--- config.mk ---
export PLATFORM = sky130hd
export DESIGN_NAME = gpio4_expander_core
export DESIGN_NICKNAME = d
export VERILOG_FILES = /design/src/rtl/gpio4_expander_core.sv
export SDC_FILE = /design/constraint.sdc
export NUM_CORES = 1
export LEC_CHECK = 0
export ABC_AREA = 1
export ABC_CLOCK_PERIOD_IN_PS = 1510
export BUFFER_PORTS_ARGS = -buffer_cell sky130_fd_sc_hd__buf_2
export CAP_MARGIN = 40
export CORE_MARGIN = 1.5
export CORE_UTILIZATION = 53
export DETAILED_ROUTE_END_ITERATION = 8
export PLACE_DENSITY = 0.77
export SLEW_MARGIN = 5
export SYNTH_ARGS = -nofsm -noshare
export SYNTH_HDL_FRONTEND = slang
export SYNTH_SLANG_ARGS = --single-unit
--- constraint.sdc ---
create_clock -name clk -period 1.51 [get_ports clk]
set_input_delay 0.151 -clock clk [delete_from_list [all_inputs] [get_ports clk]]
set_output_delay 0.151 -clock clk [all_outputs]
set_load 0.05 [all_outputs]
--- src/rtl/gpio4_expander_core.sv ---
module gpio4_expander_core #(
  parameter logic [7:0] SPECIAL_ADDR = 8'h50
) (
  input  logic       clk,
  input  logic       rst_n,
  input  logic       cmd_valid,
  input  logic       wr_valid,
  input  logic       rd_req,
  input  logic [7:0] host_data_in,
  output logic [7:0] rd_data,
  input  logic [3:0] pin_in,
  output logic [3:0] pin_out,
  output logic [3:0] pin_oe,
  output logic       pullup_en
);

  logic [7:0] ptr;
  logic [3:0] out_r, inv_r, dir_r, pin_q, ref_q;
  logic [1:0] mode_r;

  wire       alert_mode = mode_r[1];
  wire [3:0] in_view    = pin_q ^ (inv_r & dir_r);
  wire [3:0] cmp_mask   = dir_r & {~alert_mode, 3'b111};
  wire       alert_act  = |((pin_q ^ ref_q) & cmp_mask);

  always_ff @(posedge clk) begin
    if (!rst_n) begin
      ptr    <= 8'h00;
      out_r  <= 4'hF;
      inv_r  <= 4'h0;
      dir_r  <= 4'hF;
      mode_r <= 2'b00;
      pin_q  <= 4'hF;
      ref_q  <= 4'hF;
    end else begin
      pin_q <= pin_in;
      if (cmd_valid)
        ptr <= host_data_in;
      else if (wr_valid) begin
        if (ptr == 8'h01)              out_r  <= host_data_in[3:0];
        else if (ptr == 8'h02)         inv_r  <= host_data_in[3:0];
        else if (ptr == 8'h03)         dir_r  <= host_data_in[3:0];
        else if (ptr == SPECIAL_ADDR)  mode_r <= host_data_in[7:6];
      end
      if (rd_req && ptr == 8'h00)
        ref_q <= pin_q;
    end
  end

  always_comb begin
    if (ptr == 8'h00)              rd_data = {4'hF, in_view};
    else if (ptr == 8'h01)         rd_data = {4'hF, out_r};
    else if (ptr == 8'h02)         rd_data = {4'h0, inv_r};
    else if (ptr == 8'h03)         rd_data = {4'hF, dir_r};
    else if (ptr == SPECIAL_ADDR)  rd_data = {mode_r, 6'b0};
    else                           rd_data = 8'hFF;
  end

  assign pin_out   = {out_r[3] & ~alert_mode, out_r[2:0]};
  assign pin_oe    = {alert_mode ? alert_act : ~dir_r[3], ~dir_r[2:0]};
  assign pullup_en = ~mode_r[0];

  AST_INPUT_RO: assert property (@(posedge clk) disable iff (!rst_n)
    (wr_valid && !cmd_valid && ptr == 8'h00) |=>
      ($stable(out_r) && $stable(inv_r) && $stable(dir_r) && $stable(mode_r)));

  AST_DIR_OE: assert property (@(posedge clk) disable iff (!rst_n)
    (wr_valid && !cmd_valid && ptr == 8'h03) |=>
      (pin_oe[2:0] == ~$past(host_data_in[2:0])));

  AST_PULLUP_CTRL: assert property (@(posedge clk) disable iff (!rst_n)
    (wr_valid && !cmd_valid && ptr == SPECIAL_ADDR) |=>
      (pullup_en == !$past(host_data_in[6])));

  AST_ALERT_LOW: assert property (@(posedge clk) disable iff (!rst_n)
    alert_mode |-> !pin_out[3]);

  AST_ALERT_RELEASE: assert property (@(posedge clk) disable iff (!rst_n)
    (rd_req && !cmd_valid && !wr_valid && ptr == 8'h00 && alert_mode && pin_in == pin_q)
      |=> !pin_oe[3]);

  AST_UNKNOWN_READ: assert property (@(posedge clk) disable iff (!rst_n)
    (cmd_valid && host_data_in > 8'h03 && host_data_in != SPECIAL_ADDR) |=>
      (rd_data == 8'hFF));

endmodule

==> impl_metrics.sql <==
INSERT INTO impl_metrics (metric_group, metric, value, unit) VALUES
('status', 'run_status', 'finished, violations left', ''),
('status', 'failed_checks', 'negative setup slack', ''),
('worst_setup_path', 'worstSetupPathType', 'reg -> out', ''),
('drt', 'first_pass_iters', '4', ''),
('finish', 'antenna-diode-count', '0', ''),
('timing', 'setup_repair_after_global_routing_missed_its_margin', 'true', ''),
('finish', 'filler_cell_count', '217', ''),
('floorplanning', 'ios', '34', ''),
('power_and_ir_drop', 'total_power', '0.00175', 'W'),
('finish', 'drive_gt1_frac', '0.424', ''),
('cts', 'cts_inserted_buffers', '5', ''),
('finish', 'synthToLayoutAreaGrowth', '34.9', '%'),
('place', 'routabilityCongestion', '0.830', ''),
('worst_setup_path', 'cp-end-kind', 'output pin', ''),
('floorplanning', 'initial_utilization', '0.553', ''),
('timing', 'finalMaxSlewViolations', '0', ''),
('drt', 'wl_met1', '1610', 'µm'),
('flow_run', 'maxCapViolCount', '0', ''),
('global_routing', 'grt_pass1_wl', '6470', 'µm'),
('floorplanning', 'dieHeight', '56.4', 'µm'),
('cts', 'cts_max_path_buffers', '2', ''),
('logic_synthesis', 'ys_top_cells_by_area', 'sky130_fd_sc_hd__dfxtp_1, sky130_fd_sc_hd__nand2_1, sky130_fd_sc_hd__a21oi_1', ''),
('drt', 'via_count', '1555', ''),
('floorplanning', 'die_width', '56.4', 'µm'),
('logic_synthesis', 'synthDistinctLibCells', '23', ''),
('floorplanning', 'core_area', '0.00273', 'mm²'),
('timing', 'fin_tns_setup', '-2.00', 'ns'),
('global_routing', 'pin_count_of_the_biggest_net_entering_global_routing', '27', ''),
('drt', 'postRouteAntennaNets', '0', ''),
('cts', 'cts.reportedPaths.clkPinSlew', '0.09', 'ns'),
('worst_setup_path', 'critical_path_arrival', '1.71', 'ns'),
('floorplanning', 'placementRows', '19', ''),
('drt', 'detailroute.wirelength.met2', '1940', 'µm'),
('drt', 'drc', '0', ''),
('logic_synthesis', 'synthesis.area_per_instance', '7.23', 'µm²'),
('power_and_ir_drop', 'p_leak', '1.07', 'nW'),
('logic_synthesis', 'netlist.top_cell.by_area', 'sky130_fd_sc_hd__dfxtp_1', ''),
('logic_synthesis', 'synth_flop_cell', 'sky130_fd_sc_hd__dfxtp_1', ''),
('global_routing', 'grtUsageTotal', '0.272', ''),
('logic_synthesis', 'netlist_instances', '209', ''),
('power_and_ir_drop', 'power_per_cell_area', '859', 'mW/mm²'),
('logic_synthesis', 'synth.yosys.seq_area_share', '0.384', ''),
('timing', 'finalSetupViolations', '9', ''),
('logic_synthesis', 'synth_top_cell_area_share', '0.384', ''),
('logic_synthesis', 'async_flop_share', '0', ''),
('drt', 'wl', '3930', 'µm'),
('global_routing', 'antenna_found_initial', '0', ''),
('drt', 'drt_iter0_drc', '78', ''),
('logic_synthesis', 'netlist_area_pre_place', '0.00151', 'mm²'),
('cts', 'numClockSinks', '29', ''),
('worst_setup_path', 'startpoint_type', 'flip-flop', ''),
('global_routing', 'gr-total-overflow', '0', ''),
('drt', 'top_layer', 'met4', ''),
('timing', 'post-route-period-util', '1.23', ''),
('timing', 'timing_hold_violations_final', '0', ''),
('logic_synthesis', 'synth_warnings', '0', ''),
('logic_synthesis', 'synth_nets', '226', ''),
('place', 'place_worst_setup_slack', '-0.0194', 'ns'),
('place', 'place.detailed.hpwl', '2530', 'µm'),
('worst_setup_path', 'timing.reg2reg.setup_slack', '0.14', 'ns'),
('cts', 'cts_tree', 'done', ''),
('timing', 'post-route-min-period', '1.86', 'ns'),
('timing', 'finalClockSkew', '0.0101', 'ns'),
('worst_setup_path', 'worst-path-max-fanout', '7', ''),
('timing', 'tightest_slew', '0.449', 'ns'),
('floorplanning', 'die_footprint', '0.00318', 'mm²'),
('power_and_ir_drop', 'vdd_ir_drop_max', '840', 'µV'),
('hold_path', 'min_path_type', 'in -> reg', ''),
('drt', 'drt-vias-per-instance', '5.31', ''),
('logic_synthesis', 'synth-edff-count', '0', ''),
('timing', 'maxClockFrequency', '0.537', 'GHz'),
('worst_setup_path', 'cp.required', '1.36', 'ns'),
('drt', 'wire_per_inst', '13.4', 'µm'),
('cts', 'clkLatencyLatePin', '0.35', 'ns'),
('cts', 'cts_htree_levels', '2', ''),
('cts', 'clock_tree.root_cell', 'sky130_fd_sc_hd__clkbuf_4', ''),
('global_routing', 'grt_pass1_vias', '1460', ''),
('timing', 'slew-limit-headroom', '0.701', ''),
('drt', 'routed_wire_length_on_met3', '244', 'µm'),
('logic_synthesis', 'postSynthRegisterBits', '29', ''),
('finish', 'post_layout_nets', '278', ''),
('timing', 'setup_slack', '-0.351', 'ns'),
('place', 'portBuffers', '33', '');
==> registers in the layout, indices dropped and copies added, names as in the netlist <==
name,cells
dir_r,4
out_r,4
mode_r,2
inv_r,4
ptr,8
pin_q,4
ref_q,3
==> cells in the mapped netlist (3+ instances only) <==
cell and count:
sky130_fd_sc_hd__nand2_4 4, sky130_fd_sc_hd__a21oi_1 17, sky130_fd_sc_hd__inv_2 3, sky130_fd_sc_hd__o211ai_1 7, sky130_fd_sc_hd__o21ai_0 14, sky130_fd_sc_hd__clkbuf_1 3, sky130_fd_sc_hd__buf_4 4, sky130_fd_sc_hd__nor2_4 7
sky130_fd_sc_hd__nand2_1 46, sky130_fd_sc_hd__dfxtp_1 29, sky130_fd_sc_hd__nor2_1 22, sky130_fd_sc_hd__or2_2 5, sky130_fd_sc_hd__nand3_1 7, sky130_fd_sc_hd__o21ai_1 4, sky130_fd_sc_hd__nand4_1 6, sky130_fd_sc_hd__inv_1 21
==> kinds of logic after synthesis <==
| group | synth area share |
|---|---|
| AND/OR/NAND/NOR | 0.363 |
| flip-flops | 0.384 |
| buffers and inverters | 0.0977 |
| AO/OA/AOI/OAI | 0.156 |
==> what timing repair did <==
item                                   in CTS  in global routing
pin swaps                                  11                 12
hold buffers                                4                  0
endpoints found under the hold margin       4                  0
setup buffers                              11                  7
setup endpoints to repair                   9                 15
gates cloned                                0                  0
resized for setup                          37                 21
==> power by group <==
| part | total (W) | internal (W) | leakage [nW] | switching [W] |
|---|---|---|---|---|
| Sequential | 0.000825 | 0.000796 | 0.239 | 0.0000295 |
| Combinational | 0.000405 | 0.000160 | 0.791 | 0.000245 |
| Clock | 0.000520 | 0.000226 | 0.0382 | 0.000294 |
| Total | 0.00175 | 0.00118 | 1.07 | 0.000569 |
==> critical path: stages (launching register included) <==
cell and delay, ns:
sky130_fd_sc_hd__dfxtp_2 0.35, sky130_fd_sc_hd__nor2_4 0.19, sky130_fd_sc_hd__nand2_2 0.12, sky130_fd_sc_hd__nor2_8 0.18
sky130_fd_sc_hd__nor2_4 0.08, sky130_fd_sc_hd__nand2_2 0.08, sky130_fd_sc_hd__nand2_2 0.07, sky130_fd_sc_hd__nand2_2 0.09
sky130_fd_sc_hd__nand2_2 0.06, sky130_fd_sc_hd__buf_8 0.15
==> area by class of cell <==
class                   count  area, µm²  share of cell area
clock buffers               6       51.3              0.0252
inverters                  25       95.1              0.0467
clock inverters             2       13.8             0.00675
repair buffers             53        397               0.195
flip-flops and latches     29        602               0.295
multi-input cells         147        841               0.413
well taps                  31       38.8              0.0190
==> final timing paths <==
check	start	end	depth (start not counted)
worst max-delay path	ptr[2]$_SDFFE_PN0P_	rd_data[3]	9
worst min-delay path	host_data_in[4]	ptr[4]$_SDFFE_PN0P_	3
worst max register to register	ptr[2]$_SDFFE_PN0P_	inv_r[1]$_SDFFE_PN0P_	7
worst min register to register	dir_r[1]$_SDFFE_PN1P_	dir_r[1]$_SDFFE_PN1P_	2
==> metal layers <==
metal	global-route usage	up-vias
met3	0.0691	15
li1	-	779
met1	0.317	695
met5	0	-
met4	0.150	0
met2	0.454	66
==> stage by stage <==
step                instances  utilization  instance area (µm²)  hold slack, ns
CTS                       291        0.726                 1980          0.0351
detailed placement        268        0.620                 1700           0.340
global placement          268        0.620                 1700           0.338
finish                    293        0.746                 2040          0.0379
floorplan                 209            -                 1520           0.258
global route              293        0.746                 2040          0.0360
==> cell usage in the layout, fill, tap and decap left out, drive strengths merged <==
cell / n
a21oi: 17
buf: 49
clkbuf: 6
clkinv: 3
dfxtp: 29
dlygate4sd3: 4
inv: 24
nand2: 52
nand3: 9
nand4: 6
nor2: 32
o211ai: 7
o21a: 1
o21ai: 18
or2: 5
Note: power is estimated with default switching activity, not from simulation.
